`config.mk`:
```
export PLATFORM = sky130hd
export DESIGN_NAME = nram_addr_unit
export DESIGN_NICKNAME = d
export VERILOG_FILES = /design/src/rtl/nram_addr_pkg.sv /design/src/rtl/nra_move_stage.sv /design/src/rtl/nra_step_stage.sv /design/src/rtl/nra_bus_drive.sv /design/src/rtl/nram_addr_unit.sv
export SDC_FILE = /design/constraint.sdc
export NUM_CORES = 1
export LEC_CHECK = 0
export BUFFER_PORTS_ARGS = -buffer_cell sky130_fd_sc_hd__buf_4
export CAP_MARGIN = 40
export CORE_ASPECT_RATIO = 1.25
export CORE_MARGIN = 3
export CORE_UTILIZATION = 43
export DETAILED_ROUTE_END_ITERATION = 6
export GPL_ROUTABILITY_DRIVEN = 0
export PLACE_DENSITY_LB_ADDON = 0.15
export SLEW_MARGIN = 30
export SYNTH_ARGS = -nofsm -noshare
export SYNTH_HDL_FRONTEND = slang
export SYNTH_SLANG_ARGS = --single-unit
```
`constraint.sdc`:
```
create_clock -name clk -period 2.82 [get_ports clk]
set_input_delay 0 -clock clk [delete_from_list [all_inputs] [get_ports clk]]
set_output_delay 0 -clock clk [all_outputs]
set_load 0.005 [all_outputs]
```
`src/rtl/nram_addr_pkg.sv`:
```
package nram_addr_pkg;

   // register-move strobes, applied in field order (later fields win)
   typedef struct packed {
      logic load;
      logic bu_acc;
      logic bm_x;
      logic bm_swap;
      logic bl_swap;
   } nra_move_t;

   // arithmetic / test strobes
   typedef struct packed {
      logic xor_mid;
      logic inc;
      logic dec;
      logic cmp;
   } nra_step_t;

endpackage

```
`src/rtl/nra_move_stage.sv`:
```
module nra_move_stage
   import nram_addr_pkg::*;
#(
   parameter int NIB_W   = 4,
   parameter int NUM_NIB = 3
) (
   input  logic [NIB_W*NUM_NIB-1:0] b_cur,
   input  nra_move_t                mv,
   input  logic [2*NIB_W-1:0]       load_word,
   input  logic [NIB_W-1:0]         acc_in,
   input  logic [NIB_W-1:0]         x_in,
   output logic [NIB_W*NUM_NIB-1:0] b_mv,
   output logic [NIB_W-1:0]         acc_out,
   output logic                     acc_we,
   output logic [NIB_W-1:0]         x_out,
   output logic                     x_we
);
   localparam int ADDR_W = NIB_W * NUM_NIB;
   localparam int MID_LO = NIB_W;
   localparam int TOP_LO = ADDR_W - NIB_W;

   always_comb begin
      b_mv = b_cur;
      if (mv.load)
         b_mv = ADDR_W'(load_word);
      if (mv.bu_acc)
         b_mv[TOP_LO +: NIB_W] = acc_in;
      if (mv.bm_x || mv.bm_swap)
         b_mv[MID_LO +: NIB_W] = x_in;
      if (mv.bl_swap)
         b_mv[0 +: NIB_W] = acc_in;
   end

   // return paths carry the pre-update nibbles
   assign acc_out = b_cur[0 +: NIB_W];
   assign acc_we  = mv.bl_swap;
   assign x_out   = b_cur[MID_LO +: NIB_W];
   assign x_we    = mv.bm_swap;

endmodule

```
`src/rtl/nra_step_stage.sv`:
```
module nra_step_stage
   import nram_addr_pkg::*;
#(
   parameter int NIB_W   = 4,
   parameter int NUM_NIB = 3,
   parameter int XOR_W   = 3
) (
   input  logic [NIB_W*NUM_NIB-1:0] b_mv,
   input  nra_step_t                st,
   input  logic [NIB_W-1:0]         imm,
   output logic [NIB_W*NUM_NIB-1:0] b_nx,
   output logic                     skip_req
);
   localparam int ADDR_W = NIB_W * NUM_NIB;
   localparam int MID_LO = NIB_W;
   localparam logic [NIB_W-1:0] ONE  = NIB_W'(1);
   localparam logic [NIB_W-1:0] ALL1 = '1;

   logic [NIB_W-1:0] bm_src, bm_x, bl_src, bl_i, bl_d;

   assign bm_src = b_mv[MID_LO +: NIB_W];
   assign bl_src = b_mv[0 +: NIB_W];

   // XOR variant: full nibble or low XOR_W bits only
   generate
      if (XOR_W == NIB_W) begin : g_xor_full
         assign bm_x = st.xor_mid ? (bm_src ^ imm) : bm_src;
      end else begin : g_xor_part
         assign bm_x = st.xor_mid ?
            {bm_src[NIB_W-1:XOR_W], bm_src[XOR_W-1:0] ^ imm[XOR_W-1:0]} : bm_src;
      end
   endgenerate

   // increment, then decrement (decrement is the last update)
   assign bl_i = st.inc ? (bl_src + ONE) : bl_src;
   assign bl_d = st.dec ? (bl_i - ONE) : bl_i;

   always_comb begin
      b_nx = b_mv;
      b_nx[MID_LO +: NIB_W] = bm_x;
      b_nx[0 +: NIB_W]      = bl_d;
   end

   assign skip_req = (st.inc && (bl_i == '0))
                   | (st.dec && (bl_d == ALL1))
                   | (st.cmp && (bl_src == imm));

endmodule

```
`src/rtl/nra_bus_drive.sv`:
```
module nra_bus_drive #(
   parameter int NIB_W        = 4,
   parameter int NUM_NIB      = 3,
   parameter int SAG_KEEP_NIB = 1
) (
   input  logic [NIB_W*NUM_NIB-1:0] b_q,
   input  logic                     zero_hi,
   output logic [NIB_W*NUM_NIB-1:0] ram_addr
);
   generate
      for (genvar k = 0; k < NUM_NIB; k++) begin : g_nib
         if (k < SAG_KEEP_NIB) begin : g_keep
            assign ram_addr[k*NIB_W +: NIB_W] = b_q[k*NIB_W +: NIB_W];
         end else begin : g_gate
            assign ram_addr[k*NIB_W +: NIB_W] =
               zero_hi ? '0 : b_q[k*NIB_W +: NIB_W];
         end
      end
   endgenerate
endmodule

```
`src/rtl/nram_addr_unit.sv`:
```
module nram_addr_unit
   import nram_addr_pkg::*;
#(
   parameter int NIB_W        = 4,
   parameter int NUM_NIB      = 3,
   parameter int XOR_W        = 3,
   parameter int SAG_KEEP_NIB = 1
) (
   input  logic                     clk,
   input  logic                     rst_n,
   input  logic                     op_load_pair,
   input  logic                     op_bu_from_acc,
   input  logic                     op_bm_from_x,
   input  logic                     op_bm_swap_x,
   input  logic                     op_bl_swap_acc,
   input  logic                     op_xor_mid,
   input  logic                     op_inc_low,
   input  logic                     op_dec_low,
   input  logic                     op_cmp_low,
   input  logic                     op_zero_page,
   input  logic [2*NIB_W-1:0]       load_word,
   input  logic [NIB_W-1:0]         imm,
   input  logic [NIB_W-1:0]         acc_in,
   input  logic [NIB_W-1:0]         x_in,
   output logic [NIB_W*NUM_NIB-1:0] b_out,
   output logic [NIB_W*NUM_NIB-1:0] ram_addr,
   output logic                     skip_req,
   output logic [NIB_W-1:0]         acc_out,
   output logic                     acc_we,
   output logic [NIB_W-1:0]         x_out,
   output logic                     x_we
);
   localparam int ADDR_W = NIB_W * NUM_NIB;

   // elaboration-time parameter checks
   generate
      if (NUM_NIB < 3) begin : g_bad_num
         $error("NUM_NIB must be at least 3");
      end
      if (XOR_W < 1 || XOR_W > NIB_W) begin : g_bad_xor
         $error("XOR_W must lie in 1..NIB_W");
      end
      if (SAG_KEEP_NIB < 1 || SAG_KEEP_NIB >= NUM_NIB) begin : g_bad_keep
         $error("SAG_KEEP_NIB must lie in 1..NUM_NIB-1");
      end
   endgenerate

   logic [ADDR_W-1:0] b_q, b_mv, b_nx;
   logic              zero_pend;
   nra_move_t         mv;
   nra_step_t         st;

   assign mv = '{load: op_load_pair, bu_acc: op_bu_from_acc, bm_x: op_bm_from_x,
                 bm_swap: op_bm_swap_x, bl_swap: op_bl_swap_acc};
   assign st = '{xor_mid: op_xor_mid, inc: op_inc_low, dec: op_dec_low,
                 cmp: op_cmp_low};

   nra_move_stage #(.NIB_W(NIB_W), .NUM_NIB(NUM_NIB)) u_move (
      .b_cur     (b_q),
      .mv        (mv),
      .load_word (load_word),
      .acc_in    (acc_in),
      .x_in      (x_in),
      .b_mv      (b_mv),
      .acc_out   (acc_out),
      .acc_we    (acc_we),
      .x_out     (x_out),
      .x_we      (x_we)
   );

   nra_step_stage #(.NIB_W(NIB_W), .NUM_NIB(NUM_NIB), .XOR_W(XOR_W)) u_step (
      .b_mv     (b_mv),
      .st       (st),
      .imm      (imm),
      .b_nx     (b_nx),
      .skip_req (skip_req)
   );

   always_ff @(posedge clk or negedge rst_n) begin
      if (!rst_n) begin
         b_q       <= '0;
         zero_pend <= 1'b0;
      end else begin
         b_q       <= b_nx;
         zero_pend <= op_zero_page;
      end
   end

   nra_bus_drive #(.NIB_W(NIB_W), .NUM_NIB(NUM_NIB),
                   .SAG_KEEP_NIB(SAG_KEEP_NIB)) u_bus (
      .b_q      (b_q),
      .zero_hi  (zero_pend),
      .ram_addr (ram_addr)
   );

   assign b_out = b_q;

endmodule

```
==> results of run 1 <==
-- cell type report --
class	count	area [µm²]	area share, %
repair buffers	85	676	38.6
inverters	4	17.5	1.00
flip-flops and latches	13	325	18.6
multi-input cells	79	666	38.1
clock buffers	4	26.3	1.50
well taps	31	38.8	2.22
-- metrics by stage --
| step | setup slack (ps) | instances | hold WS, ps |
|---|---|---|---|
| 4_1_cts | 40.0 | 214 | 0.414 |
| 3_5_place_dp | 208 | 193 | -144 |
| 3_3_place_gp | 313 | 193 | -147 |
| 5_1_grt | 35.2 | 216 | 7.55 |
| 2_1_floorplan | 504 | 112 | -296 |
| 6_report | 176 | 216 | 2.48 |
-- routing by layer --
metal	vias up	wire (µm)	track usage [%]
met5	-	0	0
met4	0	57	10.1
met2	39	1730	38.2
met3	4	148	2.39
li1	514	-	-
met1	506	1130	20.8
-- flip-flops by register name (all words and copies together) (netlist names) --
register and cells:
b_out 12, zero_pend 1
-- kinds of logic (layout without fill, tap and decap cells) --
group	Yosys count	in the layout	share of synthesized area [%]
compound gates	17	17	13.2
xor+xnor	16	16	12.8
fa+ha+maj	3	3	3.44
buf+inv	20	93	12.4
flops	13	13	29.8
mux	11	11	11.7
simple gates	32	32	16.7
-- power groups by stage --
stage	Clock (mW)	Sequential (mW)	Combinational [mW]
global route	0.132	0.249	0.475
floorplan	0	0.247	0.237
CTS	0.121	0.244	0.427
detailed placement	0	0.249	0.376
finish	0.120	0.244	0.439
global placement	0	0.246	0.369
-- cells in the final DEF (no fill, tap or decap), types with 2 or more instances in the layout --
| cell type | netlist | final |
|---|---|---|
| sky130_fd_sc_hd__a21oi_1 | 4 | 4 |
| sky130_fd_sc_hd__a22o_1 | 4 | 4 |
| sky130_fd_sc_hd__buf_4 | 14 | 70 |
| sky130_fd_sc_hd__clkbuf_4 | 0 | 3 |
| sky130_fd_sc_hd__dfrtp_1 | 13 | 13 |
| sky130_fd_sc_hd__dlygate4sd3_1 | 0 | 15 |
| sky130_fd_sc_hd__inv_1 | 2 | 2 |
| sky130_fd_sc_hd__mux2i_1 | 9 | 8 |
| sky130_fd_sc_hd__nand2_1 | 8 | 8 |
| sky130_fd_sc_hd__nor2_1 | 6 | 6 |
| sky130_fd_sc_hd__nor2b_1 | 9 | 9 |
| sky130_fd_sc_hd__nor3_1 | 2 | 2 |
| sky130_fd_sc_hd__o21ai_1 | 2 | 2 |
| sky130_fd_sc_hd__xnor2_1 | 15 | 14 |
-- cell usage after synthesis (2+ instances only) --
library cell and n:
sky130_fd_sc_hd__nor3_1 2, sky130_fd_sc_hd__nor2b_1 9, sky130_fd_sc_hd__mux2i_1 9, sky130_fd_sc_hd__inv_1 2
sky130_fd_sc_hd__inv_2 2, sky130_fd_sc_hd__o21ai_1 2, sky130_fd_sc_hd__buf_4 14, sky130_fd_sc_hd__dfrtp_1 13
sky130_fd_sc_hd__a22o_1 4, sky130_fd_sc_hd__xnor2_1 15, sky130_fd_sc_hd__nor2_1 6, sky130_fd_sc_hd__ha_1 3
sky130_fd_sc_hd__nand2_1 8, sky130_fd_sc_hd__a21oi_1 4
-- final timing paths --
check	end	depth (start not counted)	from
worst min-delay path	b_out[5]$_DFF_PN0_	3	imm[1]
worst min register to register	b_out[7]$_DFFE_PN0P_	2	b_out[7]$_DFFE_PN0P_
min in group asynchronous	zero_pend$_DFF_PN0_	2	rst_n
worst max-delay path	skip_req	11	b_out[1]$_DFF_PN0_
max in group asynchronous	b_out[2]$_DFF_PN0_	2	rst_n
worst max register to register	b_out[2]$_DFF_PN0_	9	b_out[1]$_DFF_PN0_
-- worst reg2reg max path: stages, from the launching register on --
cell and delay (ps):
sky130_fd_sc_hd__dfrtp_1 400, sky130_fd_sc_hd__mux2_4 290, sky130_fd_sc_hd__mux2i_4 190, sky130_fd_sc_hd__inv_4 60, sky130_fd_sc_hd__ha_4 240, sky130_fd_sc_hd__mux2i_2 180
sky130_fd_sc_hd__ha_2 240, sky130_fd_sc_hd__nand2_1 70, sky130_fd_sc_hd__xnor2_1 180, sky130_fd_sc_hd__xnor2_1 130
-- repair_timing --
action	CTS	global route
pin swaps	0	3
endpoints found under the hold margin	23	0
setup buffers	2	2
cloned	0	0
gates resized for setup	4	2
endpoints found under the setup margin	1	1
hold buffers	15	0
==> impl_results.html, run 1 <==
<table>
<tr><th>Metric</th><th>Value</th></tr>
<tr><th colspan="2">Power and ir drop</th></tr>
<tr><td>Cell Int Power</td><td>0.532 mW</td></tr>
<tr><td>Portion of total power attributed to combinational logic</td><td>54.7%</td></tr>
<tr><td>Fraction of power spent switching nets</td><td>33.8%</td></tr>
<tr><td>Sw Pwr</td><td>0.271 mW</td></tr>
<tr><td>Power Dens Cells</td><td>459 nW/µm²</td></tr>
<tr><td>Power share of the sequential group</td><td>approximately 30%</td></tr>
<tr><td>Power Total</td><td>0.803 mW</td></tr>
<tr><td>Leakage power summed over all cells</td><td>0.834 nW</td></tr>
<tr><td>Clock network power share</td><td>between 10% and 20%</td></tr>
<tr><td>Worst supply voltage drop on vdd</td><td>374 µV</td></tr>
<tr><th colspan="2">Yosys</th></tr>
<tr><td>Count of state elements after synthesis</td><td>13</td></tr>
<tr><td>Mapped Cells</td><td>112</td></tr>
<tr><td>Total nets after synthesis</td><td>147</td></tr>
<tr><td>Cells taking the most area after synthesis</td><td>sky130_fd_sc_hd__dfrtp_1 (30%), sky130_fd_sc_hd__xnor2_1 (12%), sky130_fd_sc_hd__buf_4 (9.6%)</td></tr>
<tr><td>Ys async rst share</td><td>100%</td></tr>
<tr><td>Library cells used by synthesis</td><td>33</td></tr>
<tr><td>Summed instance area of the synthesized netlist</td><td>approximately 1100 µm²</td></tr>
<tr><td>Share of the yosys chip area belonging to registers</td><td>29.8%</td></tr>
<tr><td>Yosys Warn Count</td><td>0</td></tr>
<tr><td>Dominant cell type by area after synthesis</td><td>sky130_fd_sc_hd__dfrtp_1</td></tr>
<tr><td>Post-synth top area share</td><td>29.8%</td></tr>
<tr><td>Primary FF master, synth</td><td>sky130_fd_sc_hd__dfrtp_1</td></tr>
<tr><td>Number of enable-type register cells in the synthesized netlist</td><td>0</td></tr>
<tr><td>Average size of a mapped cell</td><td>9.75 µm²</td></tr>
<tr><th colspan="2">CTS</th></tr>
<tr><td>Worst-skew pair later-pin latency</td><td>280 ps</td></tr>
<tr><td>Total number of H-tree levels</td><td>1</td></tr>
<tr><td>Number of buffers added by the clock tree synthesis step</td><td>3</td></tr>
<tr><td>Maximum clock path buffer count</td><td>2</td></tr>
<tr><td>Clock transition at the registers of the reported paths</td><td>80 ps</td></tr>
<tr><td>Clock tree from TritonCTS</td><td>built</td></tr>
<tr><td>Clock root cell</td><td>sky130_fd_sc_hd__clkbuf_4</td></tr>
<tr><td>Clk sinks</td><td>13</td></tr>
<tr><th colspan="2">Worst setup path</th></tr>
<tr><td>Required time worst endpoint</td><td>between 2000 and 3000 ps</td></tr>
<tr><td>Slowest stage cell on the critical path</td><td>sky130_fd_sc_hd__dfrtp_1</td></tr>
<tr><td>Worst Path Buf+Inv</td><td>2</td></tr>
<tr><td>Largest delay contributor family on the critical path</td><td>multiplexers</td></tr>
<tr><td>Critical path's largest stage delay</td><td>400 ps</td></tr>
<tr><td>Worst endpoint data arrival time</td><td>between 2000 and 3000 ps</td></tr>
<tr><td>Worst setup path class</td><td>flop to primary output</td></tr>
<tr><td>Type of element capturing the critical path</td><td>primary output</td></tr>
<tr><td>Crit-path max FO</td><td>3</td></tr>
<tr><td>R2R Setup Slk</td><td>780 ps</td></tr>
<tr><td>Critical path, cell by cell</td><td>mux2_4, mux2i_4, inv_4, ha_4, mux2i_2, ha_2, xnor2_2, xnor2_1, a31oi_1, o311ai_2, buf_4</td></tr>
<tr><td>Critical path startpoint category</td><td>flop</td></tr>
<tr><th colspan="2">Detailed routing</th></tr>
<tr><td>Pre-Repair DR Iteration Count</td><td>4</td></tr>
<tr><td>Routed wire length</td><td>~3 mm</td></tr>
<tr><td>DRC violation total after the first TritonRoute iteration</td><td>21</td></tr>
<tr><td>Number of DRC violations after detailed routing</td><td>0</td></tr>
<tr><td>Detail-routed net length per standard cell</td><td>about 14 µm</td></tr>
<tr><td>Post-route ant nets</td><td>0</td></tr>
<tr><td>Vias</td><td>1,063</td></tr>
<tr><td>Via density per instance</td><td>4.92</td></tr>
<tr><th colspan="2">STA</th></tr>
<tr><td>Final Hold Fails</td><td>0</td></tr>
<tr><td>Relative slew slack</td><td>64.9%</td></tr>
<tr><td>Final critical-path share of the clock period</td><td>a little over nine tenths</td></tr>
<tr><td>Minimum period implied by the final worst setup slack</td><td>2640 ps</td></tr>
<tr><td>Maximum clock frequency</td><td>378 MHz</td></tr>
<tr><td>Transition time of the tightest slew-check pin</td><td>525 ps</td></tr>
<tr><td>Number of failing setup endpoints in the final timing report</td><td>0</td></tr>
<tr><td>Slew Limit Fails</td><td>0</td></tr>
<tr><td>Sum of negative setup slack</td><td>0 ps</td></tr>
<tr><td>Setup skew after layout</td><td>around 0.30 ps</td></tr>
<tr><td>RSZ-0062 raised after global routing</td><td>false</td></tr>
<tr><th colspan="2">Die</th></tr>
<tr><td>Die height</td><td>approximately 62 µm</td></tr>
<tr><td>Starting Density</td><td>47.4%</td></tr>
<tr><td>Die span in x</td><td>51.1 µm</td></tr>
<tr><td>Core box area</td><td>between 2000 and 2500 µm²</td></tr>
<tr><td>Number of placement rows</td><td>19</td></tr>
<tr><td>Ports placed on the boundary</td><td>67</td></tr>
<tr><td>Area of the die</td><td>around 3200 µm²</td></tr>
<tr><th colspan="2">Layout</th></tr>
<tr><td>Ant. Diodes</td><td>0</td></tr>
<tr><td>Layout fillers</td><td>175</td></tr>
<tr><td>Design Area, Final</td><td>between 1500 and 2000 µm²</td></tr>
<tr><td>Layout Area Growth over Synthesis</td><td>60.1%</td></tr>
<tr><td>Final #Nets</td><td>221</td></tr>
<tr><td>Final design utilization</td><td>75.9%</td></tr>
<tr><td>Fraction of layout instances using a drive strength above 1</td><td>46.5%</td></tr>
<tr><th colspan="2">Placement</th></tr>
<tr><td>Placed standard-cell area</td><td>1510 µm²</td></tr>
<tr><td>Number of buffers inserted by port buffering</td><td>66</td></tr>
<tr><td>Total half-perimeter wirelength after legalization and detailed placement</td><td>2.26 mm</td></tr>
<tr><th colspan="2">GRT</th></tr>
<tr><td>Initial antenna violation count</td><td>0</td></tr>
<tr><td>Maximum number of pins on one net before global-route repair</td><td>14</td></tr>
<tr><td>First-pass GRT wire length</td><td>between 4 and 5 mm</td></tr>
<tr><td>Overall overflow remaining after global route</td><td>0</td></tr>
<tr><td>Overall global routing resource usage</td><td>20.2%</td></tr>
<tr><td>Via count of the first global-routing pass</td><td>1,094</td></tr>
<tr><th colspan="2">Run status</th></tr>
<tr><td>Status</td><td>finished clean</td></tr>
<tr><th colspan="2">Flow run</th></tr>
<tr><td>Max-cap violations</td><td>0</td></tr>
<tr><th colspan="2">Worst hold path</th></tr>
<tr><td>Worst min-delay path category</td><td>input pin to flop</td></tr>
</table>
No activity file was read; power rests on OpenSTA's default activity.
==> run 2: changes to the inputs <==
--- a/config.mk
+++ b/config.mk
@@ -13,6 +13,7 @@
 export DETAILED_ROUTE_END_ITERATION = 6
 export GPL_ROUTABILITY_DRIVEN = 0
 export PLACE_DENSITY_LB_ADDON = 0.15
+export RECOVER_POWER = 25
 export SLEW_MARGIN = 30
 export SYNTH_ARGS = -nofsm -noshare
 export SYNTH_HDL_FRONTEND = slang
==> impl_results.html, run 2 (synthesis gave the netlist of run 1 again) <==
<table>
<tr><th>Metric</th><th>Value</th></tr>
<tr><th colspan="2">Placement</th></tr>
<tr><td>Number of buffers inserted by port buffering</td><td>66</td></tr>
<tr><td>Post-placement worst setup slack</td><td>208 ps</td></tr>
<tr><td>Placed standard-cell area</td><td>1510 µm²</td></tr>
<tr><td>Total half-perimeter wirelength after legalization and detailed placement</td><td>2.26 mm</td></tr>
<tr><th colspan="2">Worst setup path</th></tr>
<tr><td>Worst reg-to-reg path cell count</td><td>9</td></tr>
<tr><td>Worst endpoint data arrival time</td><td>2650 ps</td></tr>
<tr><td>R2R Setup Slk</td><td>770 ps</td></tr>
<tr><td>Beginning of the worst register-to-register path</td><td>b_out[1]$_DFF_PN0_</td></tr>
<tr><td>Largest delay contributor family on the critical path</td><td>multiplexers</td></tr>
<tr><td>Worst setup path class</td><td>flop to primary output</td></tr>
<tr><td>Critical path, cell by cell</td><td>mux2_4, mux2i_4, inv_4, ha_4, mux2i_2, ha_2, xnor2_2, xnor2_1, a31oi_1, o311ai_2, buf_4</td></tr>
<tr><td>Worst Path Buf+Inv</td><td>2</td></tr>
<tr><td>Type of element capturing the critical path</td><td>primary output</td></tr>
<tr><td>Slowest stage cell on the critical path</td><td>sky130_fd_sc_hd__dfrtp_1</td></tr>
<tr><td>Required time worst endpoint</td><td>about 2800 ps</td></tr>
<tr><td>Critical path's largest stage delay</td><td>400 ps</td></tr>
<tr><td>Cell depth of the worst setup path</td><td>11</td></tr>
<tr><td>Crit-path max FO</td><td>3</td></tr>
<tr><td>Worst setup path start</td><td>b_out[1]$_DFF_PN0_</td></tr>
<tr><td>Critical path startpoint category</td><td>flop</td></tr>
<tr><th colspan="2">STA</th></tr>
<tr><td>Min setup slack post-route</td><td>174 ps</td></tr>
<tr><td>Final critical-path share of the clock period</td><td>93.8%</td></tr>
<tr><td>Number of failing setup endpoints in the final timing report</td><td>0</td></tr>
<tr><td>Sum of negative setup slack</td><td>0 ps</td></tr>
<tr><td>Transition time of the tightest slew-check pin</td><td>between 700 and 800 ps</td></tr>
<tr><td>Relative slew slack</td><td>50.1%</td></tr>
<tr><td>Slew Limit Fails</td><td>0</td></tr>
<tr><td>Minimum period implied by the final worst setup slack</td><td>roughly 2600 ps</td></tr>
<tr><td>Final Hold Fails</td><td>0</td></tr>
<tr><td>RSZ-0062 raised after global routing</td><td>false</td></tr>
<tr><td>Setup skew after layout</td><td>0.152 ps</td></tr>
<tr><td>Maximum clock frequency</td><td>378 MHz</td></tr>
<tr><th colspan="2">Detailed routing</th></tr>
<tr><td>Vias</td><td>~1,100</td></tr>
<tr><td>Routed wire length</td><td>3.07 mm</td></tr>
<tr><td>Post-route ant nets</td><td>0</td></tr>
<tr><td>Detail-routed net length per standard cell</td><td>between 10 and 15 µm</td></tr>
<tr><td>Number of DRC violations after detailed routing</td><td>0</td></tr>
<tr><td>DRC violation total after the first TritonRoute iteration</td><td>21</td></tr>
<tr><td>Via density per instance</td><td>4.92</td></tr>
<tr><td>Pre-Repair DR Iteration Count</td><td>4</td></tr>
<tr><th colspan="2">Layout</th></tr>
<tr><td>Final #Nets</td><td>221</td></tr>
<tr><td>Design Area, Final</td><td>around 1700 µm²</td></tr>
<tr><td>Commonest non-fill, non-tap cell in the layout</td><td>sky130_fd_sc_hd__buf_4</td></tr>
<tr><td>Most frequent cells in the layout</td><td>sky130_fd_sc_hd__buf_4 (67), sky130_fd_sc_hd__dlygate4sd3_1 (15), sky130_fd_sc_hd__xnor2_1 (14)</td></tr>
<tr><td>Layout fillers</td><td>179</td></tr>
<tr><td>Number of flip-flops in the largest register</td><td>12</td></tr>
<tr><td>Layout Area Growth over Synthesis</td><td>59.5%</td></tr>
<tr><td>Fraction of layout instances using a drive strength above 1</td><td>45.4%</td></tr>
<tr><td>Ant. Diodes</td><td>0</td></tr>
<tr><th colspan="2">GRT</th></tr>
<tr><td>Top Usage Layer GRT</td><td>met2</td></tr>
<tr><td>Met3 Track Usage GR</td><td>2.39%</td></tr>
<tr><td>Overall overflow remaining after global route</td><td>0</td></tr>
<tr><td>Met1 routing resource usage after global routing</td><td>20.8%</td></tr>
<tr><td>Met2 Track Usage GR</td><td>38.2%</td></tr>
<tr><td>Initial antenna violation count</td><td>0</td></tr>
<tr><td>Maximum number of pins on one net before global-route repair</td><td>14</td></tr>
<tr><td>Overall global routing resource usage</td><td>~20%</td></tr>
<tr><td>Via count of the first global-routing pass</td><td>1,094</td></tr>
<tr><td>First-pass GRT wire length</td><td>between 4 and 5 mm</td></tr>
<tr><th colspan="2">Run status</th></tr>
<tr><td>Status</td><td>finished clean</td></tr>
<tr><th colspan="2">Worst hold path</th></tr>
<tr><td>Worst min-delay path category</td><td>input pin to flop</td></tr>
<tr><td>Launch point of the worst hold path</td><td>imm[1]</td></tr>
<tr><td>Number of cells on the worst hold path</td><td>3</td></tr>
<tr><th colspan="2">Flow run</th></tr>
<tr><td>Max-cap violations</td><td>0</td></tr>
<tr><th colspan="2">Power and ir drop</th></tr>
<tr><td>Worst supply voltage drop on vdd</td><td>374 µV</td></tr>
<tr><td>Power Dens Cells</td><td>460 nW/µm²</td></tr>
<tr><td>Leakage power summed over all cells</td><td>0.827 nW</td></tr>
<tr><td>Power Total</td><td>0.802 mW</td></tr>
<tr><th colspan="2">Die</th></tr>
<tr><td>Starting Density</td><td>47.4%</td></tr>
<tr><td>Die span in x</td><td>a little over 50 µm</td></tr>
<tr><td>Core box area</td><td>2310 µm²</td></tr>
<tr><td>Die height</td><td>62.4 µm</td></tr>
<tr><td>Number of placement rows</td><td>19</td></tr>
<tr><td>Area of the die</td><td>~3200 µm²</td></tr>
<tr><td>Ports placed on the boundary</td><td>67</td></tr>
<tr><th colspan="2">CTS</th></tr>
<tr><td>Maximum clock path buffer count</td><td>2</td></tr>
<tr><td>Clock root cell</td><td>sky130_fd_sc_hd__clkbuf_4</td></tr>
<tr><td>Clk sinks</td><td>13</td></tr>
<tr><td>Clock tree from TritonCTS</td><td>built</td></tr>
<tr><td>Number of buffers added by the clock tree synthesis step</td><td>3</td></tr>
<tr><td>Worst-skew pair later-pin latency</td><td>280 ps</td></tr>
<tr><td>Clock transition at the registers of the reported paths</td><td>80 ps</td></tr>
<tr><td>Total number of H-tree levels</td><td>1</td></tr>
</table>
==> run 2: changes by cell type in the layout (fill, tap and decap cells not counted), sizes merged <==
cell,change
buf,-3
clkbuf,+3
==> run 2: worst reg2reg max path: stages (launching register included) <==
cell and delay [ps]:
sky130_fd_sc_hd__dfrtp_1 400, sky130_fd_sc_hd__mux2_4 290, sky130_fd_sc_hd__mux2i_4 190, sky130_fd_sc_hd__inv_4 60, sky130_fd_sc_hd__ha_4 240, sky130_fd_sc_hd__mux2i_2 180
sky130_fd_sc_hd__ha_2 240, sky130_fd_sc_hd__nand2_1 70, sky130_fd_sc_hd__xnor2_1 180, sky130_fd_sc_hd__xnor2_1 130
==> run 2: worst paths after layout <==
kind                                   endpoint
min reg2reg                b_out[7]$_DFFE_PN0P_
max                                    skip_req
max reg2reg                  b_out[2]$_DFF_PN0_
max in group asynchronous    b_out[2]$_DFF_PN0_
min                          b_out[5]$_DFF_PN0_
min in group asynchronous   zero_pend$_DFF_PN0_
==> run 2: metal layers <==
metal / part of all wire [%] / up-vias
met2: 56 / 36
met3: 5.0 / 4
li1: - / 516
met1: 37 / 507
met4: 1.9 / 0
met5: 0 / -
==> run 2: area by class of cell <==
cell class / instances / area (µm²) / share of cell area (%)
clock buffers: 4 / 26.3 / 1.51
inverters: 4 / 17.5 / 1.01
multi-input cells: 79 / 666 / 38.2
flip-flops and latches: 13 / 325 / 18.7
well taps: 31 / 38.8 / 2.23
repair buffers: 85 / 668 / 38.4
==> run 2: what timing repair did <==
item	4_1_cts	5_1_grt
hold buffers	15	0
pin swaps	0	3
setup buffers	2	2
resized for setup	4	2
endpoints found under the setup margin	1	1
endpoints found under the hold margin	23	0
==> run 2: per-stage QoR <==
| step | util (%) | cells | hold slack [ps] |
|---|---|---|---|
| finish | 75.5 | 216 | 2.08 |
| global route | 75.5 | 216 | 7.55 |
| CTS | 74.8 | 214 | 0.414 |
| detailed placement | 65.3 | 193 | -144 |
| global placement | 65.3 | 193 | -147 |
| floorplan | - | 112 | -296 |
==> run 2: where the power goes <==
group          internal [mW]  leakage (nW)  switching, mW  total, mW
combinational          0.260         0.657          0.178      0.438
clock                 0.0550        0.0150         0.0647      0.120
sequential             0.216         0.155         0.0285      0.244
